File: config.mk
export PLATFORM = sky130hd
export DESIGN_NAME = stack_ptr_engine
export DESIGN_NICKNAME = d
export VERILOG_FILES = /design/src/rtl/stk_pkg.sv /design/src/rtl/stk_ptr_reg.sv /design/src/rtl/stk_ctrl.sv /design/src/rtl/stk_dpath.sv /design/src/rtl/stack_ptr_engine.sv
export SDC_FILE = /design/constraint.sdc
export NUM_CORES = 1
export LEC_CHECK = 0
export ABC_AREA = 1
export CAP_MARGIN = 10
export CORE_AREA = 8 8 70 72
export DETAILED_ROUTE_END_ITERATION = 10
export DIE_AREA = 0 0 78 80
export PLACE_DENSITY_LB_ADDON = 0.15
export SETUP_SLACK_MARGIN = 0.2
export SLEW_MARGIN = 40
export SYNTH_ARGS = -nofsm -noshare
export SYNTH_HDL_FRONTEND = slang
export SYNTH_SLANG_ARGS = --single-unit
export TNS_END_PERCENT = 5
File: constraint.sdc
create_clock -name clk -period 3.2 [get_ports clk]
set_clock_uncertainty 0.05 [all_clocks]
set_input_delay 0.64 -clock clk [delete_from_list [all_inputs] [get_ports clk]]
set_output_delay 0.64 -clock clk [all_outputs]
set_load 0.03 [all_outputs]
File: src/rtl/stk_pkg.sv
package stk_pkg;
  typedef enum logic [1:0] {
    ST_IDLE,
    ST_PUSH_WR,
    ST_POP_CAP
  } stk_state_e;

  typedef enum logic [1:0] {
    PTR_HOLD,
    PTR_INC,
    PTR_DEC,
    PTR_LOAD
  } ptr_op_e;
endpackage

File: src/rtl/stk_ptr_reg.sv
module stk_ptr_reg
  import stk_pkg::*;
#(
  parameter int ADDR_W = 8,
  parameter logic [ADDR_W-1:0] RST_VAL = 'h07
) (
  input  logic              clk,
  input  logic              rst,
  input  ptr_op_e           op,
  input  logic [ADDR_W-1:0] load_val,
  output logic [ADDR_W-1:0] ptr
);
  localparam logic [ADDR_W-1:0] STEP = ADDR_W'(1);

  // Arithmetic is modulo 2**ADDR_W, so both directions wrap naturally.
  always_ff @(posedge clk) begin
    if (rst) begin
      ptr <= RST_VAL;
    end else begin
      case (op)
        PTR_INC:  ptr <= ptr + STEP;
        PTR_DEC:  ptr <= ptr - STEP;
        PTR_LOAD: ptr <= load_val;
        default:  ptr <= ptr;
      endcase
    end
  end

  a_r5_dec_wraps_to_top: assert property (@(posedge clk) disable iff (rst)
    (op == PTR_DEC && ptr == '0) |=> ptr == '1);
  a_r4_inc_wraps_to_zero: assert property (@(posedge clk) disable iff (rst)
    (op == PTR_INC && ptr == '1) |=> ptr == '0);
endmodule

File: src/rtl/stk_ctrl.sv
module stk_ctrl
  import stk_pkg::*;
(
  input  logic    clk,
  input  logic    rst,
  input  logic    push_req,
  input  logic    pop_req,
  input  logic    sp_wr_en,
  output ptr_op_e ptr_op,
  output logic    launch_push,
  output logic    capture_pop,
  output logic    ram_we,
  output logic    done,
  output logic    busy
);
  stk_state_e state, state_nx;
  logic       finish;

  always_comb begin
    state_nx    = state;
    ptr_op      = PTR_HOLD;
    launch_push = 1'b0;
    capture_pop = 1'b0;
    finish      = 1'b0;
    case (state)
      ST_IDLE: begin
        if (sp_wr_en) begin
          ptr_op = PTR_LOAD;
        end else if (push_req) begin
          ptr_op      = PTR_INC;
          launch_push = 1'b1;
          state_nx    = ST_PUSH_WR;
        end else if (pop_req) begin
          state_nx = ST_POP_CAP;
        end
      end
      ST_PUSH_WR: begin
        ptr_op   = sp_wr_en ? PTR_LOAD : PTR_HOLD;
        finish   = 1'b1;
        state_nx = ST_IDLE;
      end
      ST_POP_CAP: begin
        ptr_op      = sp_wr_en ? PTR_LOAD : PTR_DEC;
        capture_pop = 1'b1;
        finish      = 1'b1;
        state_nx    = ST_IDLE;
      end
      default: state_nx = ST_IDLE;
    endcase
  end

  always_ff @(posedge clk) begin
    if (rst) begin
      state  <= ST_IDLE;
      ram_we <= 1'b0;
      done   <= 1'b0;
    end else begin
      state  <= state_nx;
      ram_we <= launch_push;
      done   <= finish;
    end
  end

  assign busy = (state != ST_IDLE);

  a_r2_write_one_cycle: assert property (@(posedge clk) disable iff (rst)
    ram_we |=> !ram_we);
  a_r6_pop_never_writes: assert property (@(posedge clk) disable iff (rst)
    (busy && !ram_we) |=> !ram_we);
endmodule

File: src/rtl/stk_dpath.sv
module stk_dpath #(
  parameter int DATA_W = 8
) (
  input  logic              clk,
  input  logic              rst,
  input  logic              launch_push,
  input  logic              capture_pop,
  input  logic [DATA_W-1:0] push_data,
  input  logic [DATA_W-1:0] ram_rdata,
  output logic [DATA_W-1:0] ram_wdata,
  output logic [DATA_W-1:0] pop_data
);
  always_ff @(posedge clk) begin
    if (rst) begin
      ram_wdata <= '0;
      pop_data  <= '0;
    end else begin
      if (launch_push) ram_wdata <= push_data;
      if (capture_pop) pop_data  <= ram_rdata;
    end
  end
endmodule

File: src/rtl/stack_ptr_engine.sv
module stack_ptr_engine
  import stk_pkg::*;
#(
  parameter int ADDR_W = 8,
  parameter int DATA_W = 8,
  parameter logic [ADDR_W-1:0] SP_RESET = 'h07
) (
  input  logic              clk,
  input  logic              rst,
  input  logic              push_req,
  input  logic [DATA_W-1:0] push_data,
  input  logic              pop_req,
  output logic [DATA_W-1:0] pop_data,
  output logic              done,
  output logic              busy,
  input  logic              sp_wr_en,
  input  logic [ADDR_W-1:0] sp_wr_data,
  output logic [ADDR_W-1:0] sp_value,
  output logic [ADDR_W-1:0] ram_addr,
  output logic [DATA_W-1:0] ram_wdata,
  output logic              ram_we,
  input  logic [DATA_W-1:0] ram_rdata
);
  localparam logic [ADDR_W-1:0] ONE = ADDR_W'(1);

  ptr_op_e ptr_op;
  logic    launch_push;
  logic    capture_pop;

  stk_ctrl u_ctrl (
    .clk        (clk),
    .rst        (rst),
    .push_req   (push_req),
    .pop_req    (pop_req),
    .sp_wr_en   (sp_wr_en),
    .ptr_op     (ptr_op),
    .launch_push(launch_push),
    .capture_pop(capture_pop),
    .ram_we     (ram_we),
    .done       (done),
    .busy       (busy)
  );

  stk_ptr_reg #(
    .ADDR_W (ADDR_W),
    .RST_VAL(SP_RESET)
  ) u_ptr (
    .clk     (clk),
    .rst     (rst),
    .op      (ptr_op),
    .load_val(sp_wr_data),
    .ptr     (sp_value)
  );

  stk_dpath #(
    .DATA_W(DATA_W)
  ) u_dpath (
    .clk        (clk),
    .rst        (rst),
    .launch_push(launch_push),
    .capture_pop(capture_pop),
    .push_data  (push_data),
    .ram_rdata  (ram_rdata),
    .ram_wdata  (ram_wdata),
    .pop_data   (pop_data)
  );

  // The pointer register drives the RAM address directly, so the RAM always
  // sees the top of the stack and a pop needs no extra address cycle.
  assign ram_addr = sp_value;

  a_r8_load_visible: assert property (@(posedge clk) disable iff (rst)
    sp_wr_en |=> sp_value == $past(sp_wr_data));
  a_r2_push_steps_up: assert property (@(posedge clk) disable iff (rst)
    (!busy && push_req && !sp_wr_en) |=> sp_value == ADDR_W'($past(sp_value) + ONE));
  a_r2_done_follows_write: assert property (@(posedge clk) disable iff (rst)
    ram_we |=> done);
  a_r1_done_single_pulse: assert property (@(posedge clk) disable iff (rst)
    done |=> !done);
  a_r7_load_blocks_start: assert property (@(posedge clk) disable iff (rst)
    (!busy && sp_wr_en) |=> !busy);
endmodule

# Yosys cells after proc, flatten, opt, wreduce, memory -nomap -nowiden
# Index checks and enable logic that the tools add are counted.
dict set report word_totals {
  reg_bits 28
  out_inout_bits 35
  wordCells 35
}
dict set report classes {
  n_addsub 2
  n_eq_ne 5
  mux 13
  bitwise 2
  n_reduce_logical 7
}
# operator n
set ops {}
lappend ops {{$pmux W8 S3} 1}
lappend ops {{$add A8 B1 Y8 const B} 1}
lappend ops {{$mux W2} 4}
lappend ops {{$sub A8 B1 Y8 const B} 1}
lappend ops {{$mux W1} 7}
lappend ops {{$eq A2 B2 Y1 const B} 3}
lappend ops {{$pmux W2 S3} 1}
lappend ops {{$eq A2 B1 Y1 const B} 2}
lappend ops {{$reduce_bool A2 Y1} 2}
lappend ops {{$reduce_or A2 Y1} 2}
lappend ops {{$reduce_bool A3 Y1} 1}
lappend ops {{$logic_not A2 Y1} 1}
lappend ops {{$not A1 Y1} 2}
lappend ops {{$reduce_and A2 Y1} 1}

# Depth between registers and ports, before layout
dict set report depth {
  word_depth 5
  ltp_mapped 21
}

# By module
# From an unflattened synthesis, not the netlist that was laid out.
dict set report unflattened {
  cells_unflattened 271
  hier_area_um2 1725.4
}
# mod instances cells_per_inst area_each_um2 seq_area_each_um2
set by_module_without_submodules {}
lappend by_module_without_submodules {stk_ptr_reg 1 132 738.2 160.2}
lappend by_module_without_submodules {stk_dpath 1 102 698.2 320.3}
lappend by_module_without_submodules {stk_ctrl 1 29 229.0 80.1}
lappend by_module_without_submodules {stack_ptr_engine 1 8 60.1 0.0}

# Worst setup path before layout
# OpenSTA, ideal clock, no wires.
dict set report synth_path {
  path_kind {register to register}
  from {register u_ctrl.state[0]}
  to {register u_ptr.ptr[6]}
  setup_ps 130
  t_arrival_ps 2144
  slack_ps 875
  stages_incl_launch_ff 20
  path_buffers 0
  path_cell_list {dfxtp_1 inv_1 ha_1 inv_1 nand2_2 nand3_4 nand3_1 nand2_1 inv_1 ha_1 inv_1 nand2_1 nand2_2 nor2_2 nand2_1 nand2_1 nand2_1 nand3_1 nand2_1 a21oi_2}
}
dict set report synth_via {
  elab_chain_len 4
}
# element line_no
set synth_rtl {}
lappend synth_rtl {{start, declared} stk_ctrl.sv:16} ;# stk_state_e state, state_nx;
lappend synth_rtl {{start signal, assigned} stk_ctrl.sv:58} ;# state <= state_nx;
lappend synth_rtl {{$eq A2 B2 Y1, or another cell as far along} stk_ctrl.sv:25} ;# case (state)
lappend synth_rtl {{$pmux W2 S3 *} stk_ctrl.sv:25}
lappend synth_rtl {{$eq A2 B2 Y1 or $eq A2 B1 Y1 (tied branches)} stk_ptr_reg.sv:20} ;# case (op)
lappend synth_rtl {{$pmux W8 S3 or $reduce_bool A3 Y1 (tied branches)} n/a}
lappend synth_rtl {{end signal, assigned} stk_ptr_reg.sv:21} ;# PTR_INC: ptr <= ptr + STEP;
lappend synth_rtl {{end signal, assigned} stk_ptr_reg.sv:22} ;# PTR_DEC: ptr <= ptr - STEP;
lappend synth_rtl {{end signal, assigned} stk_ptr_reg.sv:23} ;# PTR_LOAD: ptr <= load_val;
lappend synth_rtl {{end, declared} stk_ptr_reg.sv:11} ;# output logic [ADDR_W-1:0] ptr
# Every way passes the cells marked *; elsewhere a longest branch is shown, timed or not.
# A chain may end at the register's enable or synchronous reset.

# Worst setup path after layout
dict set report layout_path {
  from {register u_ctrl.state[0]}
  to {output port busy}
}
dict set report layout_via {
  elab_chain_len 1
}
# element line_no
set layout_rtl {}
lappend layout_rtl {{$reduce_bool A2 Y1} stk_ctrl.sv:64} ;# assign busy = (state != ST_IDLE);
lappend layout_rtl {{end, declared} stack_ptr_engine.sv:15} ;# output logic busy,
# No other way between the ends.

==> metrics.csv <==
metric,value,unit
Slowest cell on crit path,clkdlybuf4s50_1,
reg2reg setup slack,0.72,ns
first-pass GRT wire length,6940,um
Crit path top cell by count,inv_1,
Syn Area/Cell,6.92,um^2
die extent in x,78,um
Row Count,23,
max_slew headroom,66.1,%
placed inst area,0.00220,mm^2
fin crit share,79.5,%
initial antenna violation count,0,
DRT iter0 DRCs,66,
die area,0.00624,mm^2
vias in the first global route,1610,
HPWL after detailed placement,3260,um
asr flop ratio synth,0,%
TritonCTS buffer count,3,
drt total wl,4150,um
Hold Crit Start,u_dpath.pop_data[5]$_SDFFE_PP0N_,
clk root buf,clkbuf_8,
hold slack,0.453,ns
hold depth,2,
Skew-Pair Late Insertion Delay,0.27,ns
routed vias/inst,4.78,
drt first pass iters,4,
TritonCTS clock tree,done,
crit path DAT,1.85,ns
# IOs,64,
Slew @ Worst Pin,0.508,ns
Lkg Pwr,0.00102,uW
cells after synthesis,227,
pwr dens,527,mW/mm^2
crit path capture type,primary output,
CP Max Fanout,5,
Syn Nets,261,
Max Freq,393,MHz
crit path launch,u_ctrl.state[0]$_SDFFE_PP0P_,
final slew viol count,0,
Netlist cell types,31,
MaxCap Viol Count,0,
RSZ-0062 raised after global routing,no,
status,completed,
Mapped Area,0.00157,mm^2
nets,320,
"commonest non-fill, non-tap cell in the layout",clkdlybuf4s50_1,
core footprint,0.00386,mm^2
# Post-CTS Setup Buffers,0,
Fin Setup TNS,0,ns
most frequent cells in the layout,"clkdlybuf4s50_1, nand2_1, nor2_1, dfxtp_1, inv_1",
sequential share of the synthesized area,35.7,%
Fill cells,376,
CP max stage delay,0.68,ns
clk slew on worst S/H paths,0.10,ns
post-synthesis register bit count,28,
RD Place Congestion,0.863,
fin util,58.1,%
starting density of the core,40.8,%
routed length per instance,12.4,um
final hold vios,0,
Bufs on Longest Clock Path,2,
Worst Reg2Reg Path Length in Cells,19,
yosys warns,0,
Power Total,1180,uW
post-detailed-route count of antenna-violating nets,0,
Worst EP required,2.51,ns
reg2reg end,u_ptr.ptr[6]$_SDFFE_PP0P_,
Worst Hold Class,reg2reg,
hold_buf cts,0,
DR DRC count,0,
Hold Path Sink,u_dpath.pop_data[5]$_SDFFE_PP0N_,
Crit Path Category,reg2out,
Final Cell Area,0.00224,mm^2
Startpoint Class,flip-flop,
largest net degree at the start of global routing,20,
RR Startpoint,u_ctrl.state[0]$_SDFFE_PP0P_,
Die Height,80,um
I/O Buffers,63,
htree depth,1,
CP Cell Sequence,inv_1 -> ha_1 -> inv_1 -> clkdlybuf4s50_1,
antenna cells,0,
gr usage total,13.1,%
Setup Viol. Count Final,0,
total gr overflow,0,
Post-synth EDFFs,0,
final period demand of the worst path,2.54,ns
maximum VDD drop,0.234,mV
via count,1598,
share of layout cells above drive strength 1,8.10,%
area grow syn2layout,42.7,%
Post-synth top flop,dfxtp_1,
cts repair resizes,0,
count of clock tree sinks,28,
-- routing by layer --
metal  GRT usage [%]  share of wire (%)  vias up
li1                -                  -      830
met1            13.8                 42      721
met2            24.0                 49       45
met3            5.86                9.1        2
met4            1.67               0.31        0
met5               0                  0        -
-- power breakdown --
part	switching, uW	internal (uW)
Sequential	48.3	388
Clock	111	84.5
Combinational	321	230
Total	480	702
-- cell usage after synthesis, types with 2 or more instances --
master | number | area [um^2]
a221oi_1 | 2 | 17.5
nand3_1 | 14 | 70.1
inv_1 | 25 | 93.8
o21ai_0 | 20 | 100
inv_2 | 2 | 7.51
ha_1 | 5 | 62.6
o2111ai_1 | 2 | 17.5
a21oi_1 | 3 | 15.0
buf_4 | 8 | 60.1
nand3b_1 | 2 | 15.0
o41ai_1 | 2 | 17.5
nor2_1 | 39 | 146
dfxtp_1 | 28 | 561
clkbuf_1 | 2 | 7.51
nand2_2 | 6 | 37.5
nand2_1 | 52 | 195
-- final cells by class --
class                           instances  area [um^2]  area share [%]
Timing Repair Buffer                   65          646            28.8
Clock buffer                            3         41.3            1.84
Sequential cell                        28          561            25.0
Multi-Input combinational cell        159          822            36.7
Inverter                               29          110            4.91
Tap cell                               50         62.6            2.79
-- sequential cells by signal, indices dropped and copies added, names as in the netlist --
name               flops
u_ctrl.state           2
u_ptr.ptr              8
u_dpath.pop_data       8
u_ctrl.done            1
u_ctrl.ram_we          1
u_dpath.ram_wdata      8
-- metrics by stage --
step           std cells  worst slack (ns)
2_1_floorplan        227             0.875
3_3_place_gp         331             0.516
3_5_place_dp         331             0.459
4_1_cts              334             0.636
5_1_grt              334             0.459
6_report             334             0.657
-- critical path: cells and delay by family (launching register included) --
family	cells	cell delay, ns
flops	1	0.47
fa+ha+maj	1	0.24
buf+inv	3	0.87
-- worst max-delay path by stage --
stage                                end  slack (ns)  depth (start not counted)
6_report                            busy        0.66                          4
5_1_grt        u_ptr.ptr[6]$_SDFFE_PP0P_        0.46                         20
4_1_cts                             busy        0.64                          4
3_5_place_dp   u_ptr.ptr[6]$_SDFFE_PP0P_        0.46                         19
3_3_place_gp   u_ptr.ptr[6]$_SDFFE_PP0P_        0.52                         19
2_1_floorplan  u_ptr.ptr[6]$_SDFFE_PP0P_        0.88                         19
-- cells by family (layout without fill, tap and decap cells) --
group	after synthesis	in the layout	synth area share, %
xor gates and xnor gates	1	1	0.557
adders and majority gates	5	5	3.98
DFF	28	28	35.7
AOI/OAI and AO/OA	34	34	14.3
buffers and inverters	40	97	12.0
and+or+nand+nor	119	119	33.5
(Power assumes the default switching activity.)
